[src/rtl/pwr_mode_pkg.sv]
package pwr_mode_pkg;
    typedef enum logic [1:0] {
        MODE_RUN     = 2'b00,
        MODE_IDLE    = 2'b01,
        MODE_SLEEP   = 2'b10,
        MODE_STARTUP = 2'b11
    } mode_e;

    localparam logic [1:0] SEL_XTAL = 2'b00;
    localparam logic [1:0] SEL_PLL  = 2'b01;
    localparam logic [1:0] SEL_INT  = 2'b10;
    localparam logic [1:0] SEL_LF   = 2'b11;
    localparam logic [1:0] SEL_RESET = SEL_INT;

    typedef struct packed {
        mode_e      mode;
        logic [1:0] sel;
        logic       osts;
    } ctrl_st_t;

    function automatic logic is_primary(input logic [1:0] sel);
        return !sel[1];
    endfunction
endpackage

[src/rtl/pwr_startup_timer.sv]
module pwr_startup_timer #(
    parameter int OST_TICKS    = 1024,
    parameter int PLL_LOCK_CYC = 96000
) (
    input  logic clk,
    input  logic rst_n,
    input  logic active,
    input  logic pll_sel,
    input  logic pri_tick,
    output logic done
);
    localparam int OST_W  = $clog2(OST_TICKS + 1);
    localparam int LOCK_W = $clog2(PLL_LOCK_CYC + 1);
    localparam logic [OST_W-1:0]  OST_LAST  = OST_W'(OST_TICKS - 1);
    localparam logic [LOCK_W-1:0] LOCK_LAST = LOCK_W'(PLL_LOCK_CYC - 1);

    typedef struct packed {
        logic [OST_W-1:0]  ost_cnt;
        logic [LOCK_W-1:0] lock_cnt;
        logic              in_lock;
    } tmr_t;

    tmr_t t_d, t_q;
    logic done_d;

    always_comb begin
        t_d    = t_q;
        done_d = 1'b0;
        if (!active) begin
            t_d = '0;
        end else if (!t_q.in_lock) begin
            if (pri_tick) begin
                if (t_q.ost_cnt == OST_LAST) begin
                    if (pll_sel) begin
                        t_d.in_lock  = 1'b1;
                        t_d.lock_cnt = '0;
                    end else begin
                        done_d = 1'b1;
                    end
                end else begin
                    t_d.ost_cnt = t_q.ost_cnt + 1'b1;
                end
            end
        end else begin
            if (t_q.lock_cnt == LOCK_LAST) begin
                done_d = 1'b1;
            end else begin
                t_d.lock_cnt = t_q.lock_cnt + 1'b1;
            end
        end
    end

    always_ff @(posedge clk or negedge rst_n) begin
        if (!rst_n) t_q <= '0;
        else        t_q <= t_d;
    end

    assign done = done_d;

    assert_lock_only_pll_R9: assert property (@(posedge clk) disable iff (!rst_n)
        t_q.in_lock |-> pll_sel);
    assert_ost_bound_R8: assert property (@(posedge clk) disable iff (!rst_n)
        t_q.ost_cnt <= OST_LAST);
endmodule

[src/rtl/pwr_clk_decode.sv]
module pwr_clk_decode
    import pwr_mode_pkg::*;
(
    input  mode_e      mode,
    input  logic [1:0] sel,
    input  logic       two_speed_en,
    input  logic       wdt_en,
    input  logic       sec_osc_req,
    output logic       cpu_clk_en,
    output logic       per_clk_en,
    output logic       pri_osc_en,
    output logic       int_osc_en,
    output logic       lf_osc_en,
    output logic       sec_osc_en
);
    logic in_run, in_idle, in_sleep, in_su;

    always_comb begin
        in_run   = (mode == MODE_RUN);
        in_idle  = (mode == MODE_IDLE);
        in_sleep = (mode == MODE_SLEEP);
        in_su    = (mode == MODE_STARTUP);

        cpu_clk_en = in_run || (in_su && two_speed_en);
        per_clk_en = in_run || in_idle || (in_su && two_speed_en);
        pri_osc_en = is_primary(sel) && !in_sleep;
        int_osc_en = ((sel == SEL_INT) && !in_sleep) || (in_su && two_speed_en);
        lf_osc_en  = wdt_en || ((sel == SEL_LF) && !in_sleep);
        sec_osc_en = sec_osc_req;
    end
endmodule

[src/rtl/pwr_mode_ctrl.sv]
module pwr_mode_ctrl
    import pwr_mode_pkg::*;
#(
    parameter int OST_TICKS    = 1024,
    parameter int PLL_LOCK_CYC = 96000
) (
    input  logic       clk,
    input  logic       rst_n,
    input  logic       sleep_cmd,
    input  logic       idle_en,
    input  logic [1:0] clk_sel,
    input  logic       wake_irq,
    input  logic       wake_wdt,
    input  logic       wdt_en,
    input  logic       sec_osc_req,
    input  logic       pri_tick,
    input  logic       two_speed_en,
    output logic       cpu_clk_en,
    output logic       per_clk_en,
    output logic       pri_osc_en,
    output logic       int_osc_en,
    output logic       lf_osc_en,
    output logic       sec_osc_en,
    output logic       osts,
    output logic [1:0] mode,
    output logic [1:0] active_sel
);
    ctrl_st_t s_d, s_q;
    logic wake_any;
    logic su_done;

    assign wake_any = wake_irq || wake_wdt;

    pwr_startup_timer #(
        .OST_TICKS    (OST_TICKS),
        .PLL_LOCK_CYC (PLL_LOCK_CYC)
    ) u_timer (
        .clk      (clk),
        .rst_n    (rst_n),
        .active   (s_q.mode == MODE_STARTUP),
        .pll_sel  (s_q.sel == SEL_PLL),
        .pri_tick (pri_tick),
        .done     (su_done)
    );

    always_comb begin
        s_d = s_q;
        unique case (s_q.mode)
            MODE_RUN: begin
                if (sleep_cmd && !wake_any) begin
                    s_d.sel = clk_sel;
                    if (idle_en) begin
                        s_d.mode = MODE_IDLE;
                    end else begin
                        s_d.mode = MODE_SLEEP;
                        s_d.osts = 1'b0;
                    end
                end
            end
            MODE_IDLE, MODE_SLEEP: begin
                if (wake_any) begin
                    if (is_primary(s_q.sel) && !(s_q.mode == MODE_IDLE && s_q.osts)) begin
                        s_d.mode = MODE_STARTUP;
                    end else begin
                        s_d.mode = MODE_RUN;
                        if (!is_primary(s_q.sel)) s_d.osts = 1'b0;
                    end
                end
            end
            MODE_STARTUP: begin
                if (su_done) begin
                    s_d.mode = MODE_RUN;
                    s_d.osts = 1'b1;
                end
            end
            default: s_d = s_q;
        endcase
    end

    always_ff @(posedge clk or negedge rst_n) begin
        if (!rst_n) begin
            s_q.mode <= MODE_RUN;
            s_q.sel  <= SEL_RESET;
            s_q.osts <= 1'b0;
        end else begin
            s_q <= s_d;
        end
    end

    pwr_clk_decode u_decode (
        .mode         (s_q.mode),
        .sel          (s_q.sel),
        .two_speed_en (two_speed_en),
        .wdt_en       (wdt_en),
        .sec_osc_req  (sec_osc_req),
        .cpu_clk_en   (cpu_clk_en),
        .per_clk_en   (per_clk_en),
        .pri_osc_en   (pri_osc_en),
        .int_osc_en   (int_osc_en),
        .lf_osc_en    (lf_osc_en),
        .sec_osc_en   (sec_osc_en)
    );

    assign osts       = s_q.osts;
    assign mode       = s_q.mode;
    assign active_sel = s_q.sel;

    assert_sleep_gated_R2: assert property (@(posedge clk) disable iff (!rst_n)
        (mode == MODE_SLEEP) |-> (!cpu_clk_en && !per_clk_en && !pri_osc_en && !osts));
    assert_idle_cpu_off_R3: assert property (@(posedge clk) disable iff (!rst_n)
        (mode == MODE_IDLE) |-> (!cpu_clk_en && per_clk_en));
    assert_sel_held_R4: assert property (@(posedge clk) disable iff (!rst_n)
        (s_q.mode != MODE_RUN) |=> $stable(active_sel));
    assert_exit_needs_wake_R6: assert property (@(posedge clk) disable iff (!rst_n)
        ((s_q.mode == MODE_IDLE || s_q.mode == MODE_SLEEP) && !wake_any) |=> $stable(mode));
    assert_startup_pri_on_R8: assert property (@(posedge clk) disable iff (!rst_n)
        (mode == MODE_STARTUP) |-> pri_osc_en);
    assert_osts_from_startup_R8: assert property (@(posedge clk) disable iff (!rst_n)
        (s_q.mode == MODE_STARTUP && s_d.osts) |=> (mode == MODE_RUN && osts));
    assert_two_speed_R10: assert property (@(posedge clk) disable iff (!rst_n)
        (mode == MODE_STARTUP) |-> (cpu_clk_en == two_speed_en && int_osc_en == two_speed_en));
    assert_wake_priority_R12: assert property (@(posedge clk) disable iff (!rst_n)
        (s_q.mode == MODE_RUN && sleep_cmd && wake_any) |=> (mode == MODE_RUN && $stable(active_sel)));
endmodule

[config.mk]
export PLATFORM = sky130hd
export DESIGN_NAME = pwr_mode_ctrl
export DESIGN_NICKNAME = d
export VERILOG_FILES = /design/src/rtl/pwr_mode_pkg.sv /design/src/rtl/pwr_startup_timer.sv /design/src/rtl/pwr_clk_decode.sv /design/src/rtl/pwr_mode_ctrl.sv
export SDC_FILE = /design/constraint.sdc
export NUM_CORES = 1
export LEC_CHECK = 0
export CAP_MARGIN = 20
export CORE_AREA = 3 3 79 81
export CTS_CLUSTER_DIAMETER = 50
export DETAILED_ROUTE_END_ITERATION = 16
export DIE_AREA = 0 0 82 84
export SLEW_MARGIN = 20
export SYNTH_ARGS = -nofsm -noshare
export SYNTH_HDL_FRONTEND = slang
export SYNTH_SLANG_ARGS = --single-unit
[constraint.sdc]
create_clock -name clk -period 2.6 [get_ports clk]
set_clock_uncertainty 0.15 [all_clocks]
set_input_delay 0.26 -clock clk [delete_from_list [all_inputs] [get_ports clk]]
set_output_delay 0.26 -clock clk [all_outputs]
set_load 0.005 [all_outputs]
# --- Yosys cells after proc, flatten, opt, wreduce, memory -nomap -nowiden ---
# Index checks and enable logic that the tools add are counted.
classes:
  reduce_logical: 24
  muxes: 27
  n_addsub: 2
  n_eq_ne: 21
op_table:
  columns: ["cell", "n"]
  rows:
  - ["2-to-1 mux 29 bit", 2]
  - ["2-to-1 mux 18 bit", 2]
  - ["2-to-1 mux 17 bit", 2]
  - ["2-to-1 mux 11 bit", 2]
  - ["!= test 2 bit, second input constant", 9]
  - ["adder 17 x 1 -> 17 bit, second input constant", 1]
  - ["equality test 17 bit, second input constant", 1]
  - ["2-to-1 mux 1 bit", 12]
  - ["!= test 3 bit, second input constant", 4]
  - ["adder 11 x 1 -> 11 bit, second input constant", 1]
  - ["equality test 11 x 10 -> 1 bit, second input constant", 1]
  - ["equality test 2 bit, second input constant", 4]
  - ["2-to-1 mux 2 bit", 4]
  - ["logical AND 1 bit", 7]
  - ["logical OR 1 bit", 6]
  - ["case mux 2 bit (3 select lines)", 1]
  - ["AND reduction 3 bit", 2]
  - ["AND reduction 6 bit", 1]
  - ["2-to-1 mux 5 bit", 1]
  - ["equality test 2 x 1 -> 1 bit, second input constant", 2]
  - ["logical NOT 1 bit", 4]
  - ["AND reduction 4 bit", 1]
  - ["case mux 1 bit (3 select lines)", 1]
  - ["logical NOT 2 bit", 1]
  - ["other kinds (2)", 2]
totals:
  inputBits: 12
  out_inout_bits: 11
  register_bits: 34

# --- Depth between registers and ports, before layout ---
depth:
  word_depth: 8
  mapped_depth: 7
  depth_no_buf: 6

# --- Modules after synthesis ---
# Synthesis repeated with hierarchy kept, for this count alone.
unflattened:
  hier_cells: 212
  hier_area_um2: 2026.9
modules_own_cells:
  columns: ["module", "seq_area_each_um2", "cells_per_inst", "n_inst", "area_per_inst_um2"]
  rows:
  - ["pwr_startup_timer", 725.7, 169, 1, 1609.0]
  - ["pwr_mode_ctrl", 126.4, 32, 1, 350.3]
  - ["pwr_clk_decode", 0.0, 11, 1, 67.6]

# --- Least setup slack after synthesis ---
# Ideal clock, no wire load.
synth_path:
  kind: "reg-to-reg"
  from: "register u_timer.t_q[18] in the netlist's numbering"
  to: "register u_timer.t_q[16] in the netlist's numbering"
  arrival_ps: 2081
  setup_slack_ps: 291
  path_buffers: 0
  setup_ps: 78
  stages_incl_launch_ff: 7
  cell_sequence: "dfrtp_1 > ha_1 > nand3_1 > or4_4 > a22o_4 > or4_1 > a21oi_1"
synth_between:
  elab_chain_len: 3
synth_lines:
  columns: ["item", "line_no", "source"]
  rows:
  - ["from (decl)", "pwr_startup_timer.sv:23", "tmr_t t_d, t_q;"]
  - ["from (signal assigned)", "pwr_startup_timer.sv:55", "else t_q <= t_d;"]
  - ["equality test 11 x 10 -> 1 bit", "pwr_startup_timer.sv:33", "if (t_q.ost_cnt == OST_LAST) begin"]
  - ["!= test 3 bit (no source line)", null, null]
  - ["AND reduction 4 bit (no source line)", null, null]
# No other way between the ends.
# A chain may end at the register's enable or synchronous reset.

# --- Final worst setup path ---
# Same ends and word-level chain as after synthesis.

==> metrics.md <==
| Metric | Value |
|---|---|
| Final setup vio count | `0` |
| Total grt overflow | `0` |
| Core box area | `~5500 sq um` |
| Postcts setup bufs | `0` |
| Final wirelength | `4.550 mm` |
| Count of cell types in the netlist | `54` |
| Setup WS pre-CTS | `-2.027 ps` |
| Fin nets | `276` |
| Fin. Hold Viols | `0` |
| Status | `finished, final reports clean` |
| Startpoint types | `flip-flop` |
| DPL Wire Length | `3.351 mm` |
| CTS H-tree depth | `2` |
| Power Total | `0.9353 mW` |
| Ant. Diodes | `0` |
| Fin util | `45.93%` |
| Vias in the first global route | `roughly 1700` |
| CP required | `between 2000 and 3000 ps` |
| CTS Sinks | `34` |
| Flops & latches, synth | `34` |
| Gpl congestion | `0.7583` |
| ANT nets after route | `0` |
| Final Critical Period | `2472 ps` |
| Initial antenna violation count | `0` |
| Ports | `23` |
| Top_reg_cell synth | `dfrtp_1` |
| Share of post-route cells with drive strength above 1 | `14.73%` |
| Post_cts resized | `0` |
| Area delta synth->final | `24.10%` |
| Post-Syn Area per Cell | `9.364 sq um` |
| DRT iter0 DRCs | `90` |
| Max-slew violation count | `0` |
| Root buffer cell | `clkbuf_8` |
| Reg clk slew, reported paths | `70 ps` |
| Synthesized instance count | `approximately 220` |
| Async set or reset register ratio after synthesis | `100.0%` |
| Vias per cell | `5.418` |
| Max IR drop VDD | `208.2 uV` |
| Fin cells | `330` |
| Most Used Layer, Global Route | `met2` |
| Setup crit start | `u_timer.t_q[18]$_DFFE_PN0P_` |
| Hold Crit Class | `in2async` |
| Hold WS | `233.1 ps` |
| Final instance area | `around 2500 sq um` |
| Fillcell total | `559` |
| Die ar. | `6888 sq um` |
| Crit Reg-Reg Startpoint | `u_timer.t_q[18]$_DFFE_PN0P_` |
| Worst EP arrival | `2530 ps` |
| Area post-placement | `2461 sq um` |
| GR Util met2 | `23.07%` |
| Num rows | `27` |
| Rel. slew slack | `52.96%` |
| PortBufs | `20` |
| Avg WL per Cell | `around 14 um` |
| RSZ-0062 raised after global routing | `false` |
| Clk buf depth | `2` |
| PnR worst setup slack | `128.2 ps` |
| Buf/Inv on CP | `0` |
| Initial Util | `37.01%` |
| # DRC | `0` |
| Critical-path cell list | `ha_1 > nand3_1 > or4_4 > a22o_4 > or4_1 > a21oi_1` |
| First-pass GRT wire length | `7.845 mm` |
| Sequential-to-total area share from yosys stat | `41.55%` |
| Largest net degree at the start of global routing | `35` |
| Fraction of the cycle the final worst path needs | `95.07%` |
| GR Util All Layers | `14.31%` |
| Worst-path fanout max | `17` |
| LEAKAGE | `1.065 nW` |
| Cell family with most CP delay | `simple AND/OR/NAND/NOR gates` |
| Routing usage on met1 | `18.80%` |
| Pre-Repair DR Iteration Count | `4` |
| Fmax | `404.6 MHz` |
| Slowest-stage cell, CP | `or4_1` |
| Syn_nets | `around 240` |
| CP Class | `reg2reg` |
| Die width | `around 82 um` |
| Met3 usage | `between 3 and 4%` |
| Max-Cap Viols | `0` |
| Yosys Warn Count | `0` |
| Cell count after placement | `323` |
| Routed vias | `1788` |
| Mapped Area | `2051 sq um` |
| Post-synth EDFFs | `0` |
| Die H | `84 um` |
| Total clock buffers created by CTS | `5` |
| TritonCTS clock tree | `done` |
| Setup crit end kind | `flip-flop` |
| TNS Setup | `0 ps` |
| Worst skew pair latency | `roughly 280 ps` |
| Max incr delay on CP | `approximately 500 ps` |
| Measured slew at the worst slew-check pin | `approximately 700 ps` |
| Post-CTS Hold Buffers | `0` |
| Pwr per Cell Area | `367.5 nW/um^2` |
==> cells in the mapped netlist, types with 2 or more instances <==
cell type	number	area [sq um]
a21o_1	2	15.01
nand3_1	10	50.05
o21ai_0	14	70.07
nand2_1	14	52.55
nand4_1	4	25.02
nand3b_1	4	30.03
and3_1	5	31.28
inv_1	8	30.03
a21oi_1	18	90.09
nor2b_1	2	12.51
and2_1	7	43.79
dfrtp_1	33	825.8
mux2i_1	2	20.02
ha_1	6	75.07
o41ai_1	2	17.52
xnor2_1	4	35.03
a31oi_1	3	18.77
a21bo_2	2	20.02
mux2_2	2	22.52
nand2b_1	6	37.54
a211oi_1	2	15.01
nor4_1	2	12.51
a21boi_0	2	15.01
xor2_1	2	17.52
clkbuf_1	3	11.26
nor3_1	3	15.01
o31ai_1	7	52.55
nor2_1	11	41.29
and4_1	2	17.52
or3_1	7	43.79
or4_1	7	52.55
==> cell type report <==
type / instances / area, sq um / share of cell area (%)
clock buffers: 5 / 68.82 / 2.704
clock inverters: 2 / 10.01 / 0.3933
inverters: 9 / 33.78 / 1.327
multi-input cells: 170 / 1142 / 44.89
flip-flops and latches: 34 / 852.1 / 33.48
well taps: 72 / 90.09 / 3.540
repair buffers: 38 / 347.8 / 13.67
==> per-layer routing <==
metal / part of all wire (%) / wire length [um] / up-vias
li1: - / - / 898
met1: 48 / 2185 / 852
met2: 47 / 2142 / 36
met3: 4.3 / 196 / 2
met4: 0.57 / 26 / 0
met5: 0 / 0 / -
==> sequential cells by signal, summed over array words and instances, names as in the netlist <==
register     count
u_timer.t_q     29
osts             1
mode             2
active_sel       2
==> path summary, 6_finish.rpt <==
kind	end	cells past startpoint	slack, ps
min in group clk	u_timer.t_q[28]$_DFFE_PN0P_	1	370
worst min register to register	u_timer.t_q[28]$_DFFE_PN0P_	1	370
worst min-delay path	u_timer.t_q[8]$_DFFE_PN0P_	2	230
worst max register to register	u_timer.t_q[16]$_DFFE_PN0P_	6	130
max in group asynchronous	active_sel[1]$_DFFE_PN1P_	2	1730
worst max-delay path	u_timer.t_q[16]$_DFFE_PN0P_	6	130
==> cell usage in the layout (no fill, tap or decap), types with 3 or more instances in the layout <==
| master | n |
|---|---|
| nand3_1 | 10 |
| a21oi_1 | 18 |
| and3_1 | 5 |
| o31ai_1 | 6 |
| nand2b_1 | 6 |
| a31oi_1 | 3 |
| inv_1 | 8 |
| nor2_1 | 11 |
| or4_1 | 7 |
| nand4_1 | 4 |
| nand3b_1 | 4 |
| nand2_1 | 14 |
| dfrtp_1 | 33 |
| clkbuf_8 | 5 |
| or3_1 | 7 |
| clkdlybuf4s50_1 | 20 |
| xnor2_1 | 4 |
| ha_1 | 6 |
| o21ai_0 | 14 |
| nor3_1 | 3 |
| and2_1 | 7 |
| buf_4 | 17 |
==> where the power goes <==
group | switching (mW) | internal [mW]
registers | 0.000000000144 | 0.529
clock network | 0.186 | 0.180
logic | 0.0180 | 0.0230
total | 0.204 | 0.731
==> logic make-up (layout without fill, tap and decap cells) <==
| logic type | count (synthesis) | in the layout | share of synthesized area, % |
|---|---|---|---|
| AND/OR/NAND/NOR | 92 | 92 | 26.66 |
| AO/OA/AOI/OAI | 62 | 62 | 20.13 |
| flip-flops | 34 | 34 | 41.55 |
| buffers and inverters | 15 | 54 | 3.355 |
| adder cells (fa/ha/maj) | 6 | 6 | 3.661 |
| XOR/XNOR | 6 | 6 | 2.563 |
| multiplexers | 4 | 4 | 2.074 |
Note: power is estimated with default switching activity, not from simulation.
